[config.mk]
export PLATFORM = sky130hd
export DESIGN_NAME = lsu_agu
export DESIGN_NICKNAME = d
export VERILOG_FILES = /design/src/rtl/agu_pkg.sv /design/src/rtl/agu_offset.sv /design/src/rtl/agu_sum.sv /design/src/rtl/agu_align.sv /design/src/rtl/lsu_agu.sv
export SDC_FILE = /design/constraint.sdc
export NUM_CORES = 1
export LEC_CHECK = 0
export ABC_AREA = 1
export ABC_CLOCK_PERIOD_IN_PS = 9500
export BUFFER_PORTS_ARGS = -buffer_cell sky130_fd_sc_hd__buf_2
export CAP_MARGIN = 20
export CORE_MARGIN = 2
export CORE_UTILIZATION = 40
export CTS_BUF_LIST = sky130_fd_sc_hd__clkbuf_16
export CTS_CLUSTER_DIAMETER = 200
export CTS_CLUSTER_SIZE = 30
export DETAILED_ROUTE_END_ITERATION = 10
export PLACE_DENSITY = 0.6
export SYNTH_ARGS = -nofsm -noshare
export SYNTH_HDL_FRONTEND = slang
export SYNTH_SLANG_ARGS = --single-unit
[constraint.sdc]
create_clock -name clk -period 9.5 [get_ports clk]
set_input_delay 0.475 -clock clk [delete_from_list [all_inputs] [get_ports clk]]
set_output_delay 0.475 -clock clk [all_outputs]
set_load 0.1 [all_outputs]
[src/rtl/agu_pkg.sv]
package agu_pkg;
  typedef enum logic [1:0] {
    OFF_IMM   = 2'b00,
    OFF_REG   = 2'b01,
    OFF_SHL   = 2'b10,
    OFF_SHL_B = 2'b11
  } off_kind_e;

  typedef enum logic [1:0] {
    SZ_BYTE   = 2'b00,
    SZ_HALF   = 2'b01,
    SZ_WORD   = 2'b10,
    SZ_WORD_B = 2'b11
  } acc_sz_e;
endpackage

[src/rtl/agu_offset.sv]
module agu_offset #(
  parameter int DATA_W = 32,
  parameter int IMM_W  = 12,
  parameter int SH_W   = 5
) (
  input  logic [1:0]        kind,
  input  logic [IMM_W-1:0]  imm,
  input  logic [DATA_W-1:0] idx,
  input  logic [SH_W-1:0]   sh,
  output logic [DATA_W-1:0] off
);
  import agu_pkg::*;
  localparam int PAD_W = DATA_W - IMM_W;

  logic [DATA_W-1:0] imm_ext;
  logic [DATA_W-1:0] idx_shl;

  generate
    if (PAD_W > 0) begin : g_pad
      assign imm_ext = {{PAD_W{1'b0}}, imm};
    end else begin : g_nopad
      assign imm_ext = imm[DATA_W-1:0];
    end
  endgenerate

  assign idx_shl = idx << sh;

  always_comb begin
    unique case (off_kind_e'(kind))
      OFF_IMM:           off = imm_ext;
      OFF_REG:           off = idx;
      OFF_SHL, OFF_SHL_B: off = idx_shl;
      default:           off = idx;
    endcase
  end
endmodule

[src/rtl/agu_sum.sv]
module agu_sum #(
  parameter int DATA_W = 32
) (
  input  logic [DATA_W-1:0] base,
  input  logic [DATA_W-1:0] off,
  input  logic              up,
  output logic [DATA_W-1:0] sum
);
  logic [DATA_W-1:0] opnd;
  logic              cin;

  // Subtraction reuses the adder: base + ~off + 1
  assign opnd = up ? off : ~off;
  assign cin  = ~up;
  assign sum  = base + opnd + {{(DATA_W-1){1'b0}}, cin};
endmodule

[src/rtl/agu_align.sv]
module agu_align #(
  parameter int DATA_W = 32
) (
  input  logic [DATA_W-1:0] addr,
  input  logic [1:0]        sz,
  output logic              flt
);
  import agu_pkg::*;

  always_comb begin
    unique case (acc_sz_e'(sz))
      SZ_BYTE:             flt = 1'b0;
      SZ_HALF:             flt = addr[0];
      SZ_WORD, SZ_WORD_B:  flt = |addr[1:0];
      default:             flt = 1'b0;
    endcase
  end

  // byte accesses may use any address
  always_comb begin
    if (sz == 2'b00) begin
      a_r7_byte_never: assert (!flt);
    end
  end
endmodule

[src/rtl/lsu_agu.sv]
module lsu_agu #(
  parameter int DATA_W = 32,
  parameter int IMM_W  = 12,
  parameter int SH_W   = 5
) (
  input  logic              clk,
  input  logic              rst,
  input  logic              req_vld,
  input  logic [DATA_W-1:0] base_val,
  input  logic [DATA_W-1:0] idx_val,
  input  logic [IMM_W-1:0]  imm_off,
  input  logic [1:0]        off_kind,
  input  logic [SH_W-1:0]   sh_amt,
  input  logic              up_dn,
  input  logic [1:0]        acc_sz,
  input  logic              pre_mode,
  input  logic              upd_req,
  output logic              rsp_vld,
  output logic [DATA_W-1:0] acc_addr,
  output logic              upd_en,
  output logic [DATA_W-1:0] upd_val,
  output logic              mis_flt
);
  logic [DATA_W-1:0] off_w;
  logic [DATA_W-1:0] sum_w;
  logic [DATA_W-1:0] addr_w;
  logic              flt_w;
  logic              want_upd;

  agu_offset #(.DATA_W(DATA_W), .IMM_W(IMM_W), .SH_W(SH_W)) i_off (
    .kind (off_kind),
    .imm  (imm_off),
    .idx  (idx_val),
    .sh   (sh_amt),
    .off  (off_w)
  );

  agu_sum #(.DATA_W(DATA_W)) i_sum (
    .base (base_val),
    .off  (off_w),
    .up   (up_dn),
    .sum  (sum_w)
  );

  assign addr_w   = pre_mode ? sum_w : base_val;
  assign want_upd = upd_req | ~pre_mode;

  agu_align #(.DATA_W(DATA_W)) i_aln (
    .addr (addr_w),
    .sz   (acc_sz),
    .flt  (flt_w)
  );

  always_ff @(posedge clk) begin
    if (rst) begin
      rsp_vld  <= 1'b0;
      upd_en   <= 1'b0;
      mis_flt  <= 1'b0;
      acc_addr <= '0;
      upd_val  <= '0;
    end else begin
      rsp_vld  <= req_vld;
      upd_en   <= req_vld & want_upd & ~flt_w;
      mis_flt  <= req_vld & flt_w;
      acc_addr <= addr_w;
      upd_val  <= sum_w;
    end
  end

  // outputs quiet after a reset edge
  a_r1_reset_quiet: assert property (@(posedge clk)
    rst |=> (!rsp_vld && !upd_en && !mis_flt));

  // one-cycle valid latency
  a_r2_valid_follows: assert property (@(posedge clk) disable iff (rst)
    !$past(rst) |-> (rsp_vld == $past(req_vld)));

  // pre-index reports the same sum as address and update value
  a_r5_pre_same: assert property (@(posedge clk) disable iff (rst)
    (!$past(rst) && rsp_vld && $past(pre_mode)) |-> (acc_addr == upd_val));

  // post-index accesses the unmodified base
  a_r6_post_addr: assert property (@(posedge clk) disable iff (rst)
    (!$past(rst) && rsp_vld && !$past(pre_mode)) |-> (acc_addr == $past(base_val)));

  // post-index always updates when aligned
  a_r6_post_writes: assert property (@(posedge clk) disable iff (rst)
    (!$past(rst) && rsp_vld && !mis_flt && !$past(pre_mode)) |-> upd_en);

  // fault blocks the update
  a_r8_fault_blocks: assert property (@(posedge clk) disable iff (rst)
    (rsp_vld && mis_flt) |-> !upd_en);

  // idle outputs stay quiet
  a_r9_idle_quiet: assert property (@(posedge clk) disable iff (rst)
    !rsp_vld |-> (!upd_en && !mis_flt));
endmodule

==> results.sh, run 1 <==
export IMPL_status="finished, final reports clean"
export IMPL_finalSetupTns_ps=0
export IMPL_cpPeakStageDelay_ps=370
export IMPL_grt_pass1_wl_um=31100
export IMPL_n_antenna_cell=0
export IMPL_grt_ovfl_total=0
export IMPL_cts_htree_levels=3
export IMPL_place_congestion=0.962
export IMPL_dieArea_um2=16500
export IMPL_start_util_pct=40.9
export IMPL_cts_root_buf="clkbuf_16"
export IMPL_cts_sinks=67
export IMPL_rsz0062_at_grt="false"
export IMPL_cts_resized=0
export IMPL_syn_nets=1134
export IMPL_drt_iter0_drc=428
export IMPL_area_delta_synth_final_pct=17.8
export IMPL_die_y_um=128
export IMPL_crit_family="compound AO/OA/AOI/OAI gates"
export IMPL_wirelength_um=19800
export IMPL_powerDensity_nw_per_um2=210
export IMPL_hold_viol=0
export IMPL_wl_per_cell_um=14.9
export IMPL_critPathSlowestCell="a21boi_0"
export IMPL_cts_setup_buffers=0
export IMPL_final_common_cell="nand2_1"
export IMPL_cp_required_ps=9730
export IMPL_track_usage_pct=23.8
export IMPL_fin_nets=1259
export IMPL_die_w_um=128
export IMPL_yosysUniqueCellTypes=47
export IMPL_synth_compound_area_share_pct=20.1
export IMPL_num_rows=45
export IMPL_cts_buffer_depth=2
export IMPL_postRouteAntennaNets=0
export IMPL_ir_drop_v=0.000114
export IMPL_setup_violations=0
export IMPL_num_vias=6833
export IMPL_synthXorXnorAreaFrac_pct=7.36
export IMPL_cap_viol_max_count=0
export IMPL_grt_max_degree=60
export IMPL_worstSetupPathType="primary input to register"
export IMPL_mostFrequentLayoutCells="257 x nand2_1, 157 x buf_2, 115 x nor2_1, 114 x inv_1, 78 x o21ai_0"
export IMPL_pre_cts_slack_ps=5220
export IMPL_syn_inst=1009
export IMPL_ios=158
export IMPL_final_period_utilization_pct=42.4
export IMPL_worst_slew_pin_slew_ps=956
export IMPL_timing_fmax_ghz=0.248
export IMPL_path_clk_slew_ps=50
export IMPL_antenna_found_initial=0
export IMPL_synthAdderAreaFrac_pct=7.00
export IMPL_worst_path_stages=20
export IMPL_cts_inserted_buffers=9
export IMPL_path_buf_inv=4
export IMPL_drc=0
export IMPL_muxShareOfSynthArea_pct=1.62
export IMPL_crit_fanout=48
export IMPL_placement_io_buffers=157
export IMPL_cp_cell_sequence="buf_2 -> buf_4 -> inv_2 -> o21ai_1 -> mux2i_1 -> o21ai_1 -> nor2_1 -> o21ai_1 -> xor2_1 -> ha_1 -> a21oi_1 -> o21ai_0 -> a21boi_0 -> nor2_1 -> a211oi_1 -> nand2_1 -> nand2_1 -> nand3_1 -> nand2_1 -> inv_1"
export IMPL_fin_ws_ps=5480
export IMPL_hold_path_depth=3
export IMPL_syn_area_per_cell_um2=6.13
export IMPL_hp_class="primary input to register"
export IMPL_worstPathArrival_ps=4250
export IMPL_hpwl_um=16500
export IMPL_drive_gt1_share_pct=17.5
export IMPL_synth_seq_area_share_pct=21.7
export IMPL_synth_top_family_by_area="simple AND/OR/NAND/NOR gates"
export IMPL_post_drt_via_cell_ratio=5.15
export IMPL_crit_path_end_kind="register"
export IMPL_netlist_area_um2=6190
export IMPL_ys_ff_latch=67
export IMPL_cp_start_kind="primary input"
export IMPL_slew_viol_final=0
export IMPL_cts_tree="yes"
export IMPL_grt_pass1_vias=6150
export IMPL_coreArea_um2=15100
export IMPL_yosysWarnings=0
export IMPL_fin_crit_ps=4020
export IMPL_first_pass_iters=5
export IMPL_ctsHoldBuffers=0
export IMPL_synthSimpleGateAreaFrac_pct=31.5
export IMPL_p_leak_nw=3.88
export IMPL_relSlewSlack_pct=36.3
-- Yosys cell counts (all sizes together) --
| cell | number | share of area [%] |
|---|---|---|
| nand2 | 264 | 16 |
| inv | 118 | 7.2 |
| nor2 | 117 | 7.3 |
| o21ai | 108 | 8.9 |
| dfxtp | 67 | 22 |
| nand3 | 62 | 5.2 |
| a21oi | 46 | 3.7 |
| xor2 | 43 | 6.1 |
| ha | 33 | 6.7 |
| o211ai | 26 | 3.2 |
| buf | 24 | 2.3 |
| clkbuf | 22 | 1.3 |
| o221ai | 12 | 1.9 |
| nor3 | 11 | 0.89 |
| mux2i | 10 | 1.6 |
| xnor2 | 9 | 1.3 |
| or2 | 7 | 0.71 |
| nand4 | 5 | 0.61 |
| a22oi | 3 | 0.36 |
| a211oi | 2 | 0.24 |
| a21boi | 2 | 0.24 |
| a21o | 2 | 0.24 |
| a31oi | 2 | 0.20 |
| and2 | 2 | 0.20 |
| nand3b | 2 | 0.24 |
| o21bai | 2 | 0.24 |
| o22ai | 2 | 0.20 |
| a221oi | 1 | 0.14 |
| a31o | 1 | 0.14 |
| clkinv | 1 | 0.061 |
| fa | 1 | 0.32 |
| o211a | 1 | 0.16 |
| o21a | 1 | 0.12 |
-- report_power, final --
group | total [mW] | internal [mW] | switching [mW]
sequential | 0.342 | 0.331 | 0.0105
combinational | 0.873 | 0.192 | 0.681
clock | 0.315 | 0.199 | 0.115
-- flip-flops by register name, indices dropped and copies added, names as in the netlist --
register / count
acc_addr: 32
mis_flt: 1
rsp_vld: 1
upd_en: 1
upd_val: 32
-- cell families after synthesis --
logic type,Yosys count
AOI/OAI and AO/OA,211
xor gates and xnor gates,52
adders and majority gates,34
buffers and inverters,165
DFF,67
muxes,10
and+or+nand+nor,470
-- metrics by stage --
| stage | instance area (µm²) | total power [mW] | std cells | utilization [%] | hold slack, ps |
|---|---|---|---|---|---|
| 6_report | 7290 | 1.53 | 1326 | 48.1 | 377 |
| 5_1_grt | 7290 | 1.62 | 1326 | 48.1 | 388 |
| 4_1_cts | 7290 | 1.53 | 1326 | 48.1 | 364 |
| 3_5_place_dp | 7010 | 1.22 | 1311 | 46.3 | 713 |
| 3_3_place_gp | 7010 | 1.22 | 1311 | 46.3 | 716 |
| 2_1_floorplan | 6190 | 1.05 | 1009 | - | 590 |
-- per-layer routing --
layer | GRT usage [%] | vias to the layer above | part of all wire (%)
met2 | 39.2 | 249 | 45
met5 | 0 | - | 0
met3 | 2.29 | 37 | 5.8
met1 | 32.8 | 3006 | 47
met4 | 7.76 | 0 | 2.7
li1 | - | 3541 | -
-- cell type report --
type | instances | area, µm²
multi-input combinational | 777 | 4180
clock buffer | 9 | 225
sequential | 67 | 1340
inverter | 119 | 447
timing repair buffer | 160 | 808
clock inverter | 6 | 57.6
tap | 188 | 235
fill | 1654 | 7850
-- path summary, 6_finish.rpt --
path,from,to,slack (ps)
worst min-delay path,req_vld,rsp_vld,380
worst max-delay path,sh_amt[0],acc_addr[31],5480
Note: power is estimated with default switching activity, not from simulation.
==> run 2, diff against run 1 <==
--- a/config.mk
+++ b/config.mk
@@ -6,7 +6,7 @@
 export NUM_CORES = 1
 export LEC_CHECK = 0
 export ABC_AREA = 1
-export ABC_CLOCK_PERIOD_IN_PS = 9500
+export ABC_CLOCK_PERIOD_IN_PS = 3500
 export BUFFER_PORTS_ARGS = -buffer_cell sky130_fd_sc_hd__buf_2
 export CAP_MARGIN = 20
 export CORE_MARGIN = 2
@@ -15,7 +15,7 @@
 export CTS_CLUSTER_DIAMETER = 200
 export CTS_CLUSTER_SIZE = 30
 export DETAILED_ROUTE_END_ITERATION = 10
-export PLACE_DENSITY = 0.6
+export PLACE_DENSITY = 0.62
 export SYNTH_ARGS = -nofsm -noshare
 export SYNTH_HDL_FRONTEND = slang
 export SYNTH_SLANG_ARGS = --single-unit
==> constraint.sdc (replaced) <==
create_clock -name clk -period 3.5 [get_ports clk]
set_input_delay 0.175 -clock clk [delete_from_list [all_inputs] [get_ports clk]]
set_output_delay 0.175 -clock clk [all_outputs]
set_load 0.1 [all_outputs]
==> run 2 against run 1 <==
  * Via count grew 3.2%
  * Clock power grew to 2.8 times the previous value
  * Count of clock-buffer cells in the layout is the same
  * Routed wire length grew 1.8%
  * Sequential share of layout area shrank 1.4 points
  * Sequential cell count is the same
  * Total power grew to 2.8 times the previous value
  * Cell area grew 7.9%
==> results.sh, run 2 (synthesis gave the netlist of run 1 again) <==
export IMPL_grt_pass1_wl_um=31700
export IMPL_crit_family="compound AO/OA/AOI/OAI gates"
export IMPL_cp_common_cell="nand2_1"
export IMPL_die_w_um=128
export IMPL_startpoint="sh_amt[0]"
export IMPL_final_common_cell="nand2_1"
export IMPL_worstSetupPathType="primary input to register"
export IMPL_cts_inserted_buffers=9
export IMPL_worstPathArrival_ps=3450
export IMPL_place_congestion=0.970
export IMPL_worst_path_stages=25
export IMPL_relSlewSlack_pct=64.8
export IMPL_post_drt_via_cell_ratio=5.06
export IMPL_top_layer="met4"
export IMPL_dieArea_um2=16500
export IMPL_cts_tree="yes"
export IMPL_placement_io_buffers=157
export IMPL_ios=158
export IMPL_grt_ovfl_total=0
export IMPL_status="finished, final reports clean"
export IMPL_num_rows=45
export IMPL_p_leak_nw=4.22
export IMPL_mostFrequentLayoutCells="257 x nand2_1, 157 x buf_2, 115 x nor2_1, 114 x inv_1, 77 x o21ai_0"
export IMPL_wl_per_cell_um=14.4
export IMPL_slew_viol_final=0
export IMPL_grt_pass1_vias=6345
export IMPL_fin_nets=1327
export IMPL_cp_start_kind="primary input"
export IMPL_wl_met3_um=1260
export IMPL_cpPeakStageDelay_ps=300
export IMPL_rsz0062_at_grt="false"
export IMPL_cts_htree_levels=3
export IMPL_die_y_um=128
export IMPL_powerDensity_nw_per_um2=553
export IMPL_wirelength_um=20100
export IMPL_timing_fmax_ghz=0.311
export IMPL_area_delta_synth_final_pct=27.2
export IMPL_final_period_utilization_pct=91.9
export IMPL_worst_slew_pin_slew_ps=528
export IMPL_path_buf_inv=3
export IMPL_cts_root_buf="clkbuf_16"
export IMPL_n_antenna_cell=0
export IMPL_drt_met1_wl_um=9300
export IMPL_antenna_found_initial=0
export IMPL_finalSetupTns_ps=0
export IMPL_track_usage_pct=24.3
export IMPL_setup_violations=0
export IMPL_top_regs="acc_addr (32), upd_val (32)"
export IMPL_placed_cells=1379
export IMPL_drt_iter0_drc=474
export IMPL_critPathSlowestCell="ha_1"
export IMPL_postRouteAntennaNets=0
export IMPL_crit_fanout=8
export IMPL_num_vias=7055
export IMPL_crit_end="acc_addr[29]"
export IMPL_cts_sinks=67
export IMPL_final_core_util_pct=52.0
export IMPL_first_pass_iters=5
export IMPL_cp_required_ps=3730
export IMPL_drc=0
export IMPL_cts_buffer_depth=2
export IMPL_ir_drop_v=0.000304
export IMPL_hp_class="primary input to register"
export IMPL_crit_path_end_kind="register"
export IMPL_stdcell_count=1395
export IMPL_hold_viol=0
export IMPL_hpwl_um=16900
export IMPL_path_clk_slew_ps=60
export IMPL_wl_met2_um=9020
export IMPL_cap_viol_max_count=0
export IMPL_start_util_pct=40.9
export IMPL_fin_crit_ps=3220
export IMPL_grt_max_degree=53
export IMPL_coreArea_um2=15100
export IMPL_drive_gt1_share_pct=22.7
export IMPL_ctsHoldBuffers=0
run 2: per-layer routing:
layer  track usage, %  vias to the layer above
met5                0                        -
met4             8.40                        0
met3             2.20                       33
met2             40.3                      261
met1             33.1                     3082
li1                 -                     3679
run 2: area by class of cell:
cell class              instances  area, µm²
well taps                     188        235
fillers                      1624       7270
inverters                     119        447
clock inverters                 7       76.3
multi-input cells             777       4200
flip-flops and latches         67       1340
clock buffers                   9        225
repair buffers                228       1340
run 2: worst min-delay path by stage:
| stage | from | endpoint | slack (ps) | depth (start not counted) |
|---|---|---|---|---|
| detailed placement | req_vld | rsp_vld | 410 | 3 |
| global placement | req_vld | rsp_vld | 420 | 3 |
| finish | req_vld | rsp_vld | 70 | 3 |
| global route | req_vld | mis_flt | 80 | 3 |
| CTS | req_vld | rsp_vld | 70 | 3 |
| floorplan | req_vld | rsp_vld | 290 | 2 |
run 2: power by group:
part	switching [mW]	leakage, nW	internal [mW]
logic	1.88	3.52	0.654
registers	0.0283	0.559	0.899
clock network	0.339	0.142	0.554
total	2.25	4.22	2.11
run 2: worst min-delay path: stages:
cell    delay, ps
buf_2         100
inv_1          40
nor2_1         40
run 2: timing repair:
| item | CTS | global route |
|---|---|---|
| buffers inserted | 0 | 0 |
| gates resized for setup | 0 | 7 |
| setup endpoints to repair | 0 | 9 |
run 2: through the flow:
step	area [µm²]	power (mW)	hold WS (ps)	setup WS [ps]
2_1_floorplan	6190	2.85	290	486
3_3_place_gp	7540	3.45	416	-31.2
3_5_place_dp	7540	3.45	414	-42.6
4_1_cts	7850	4.35	65.2	282
5_1_grt	7870	4.60	80.1	1.61
6_report	7870	4.35	71.6	283
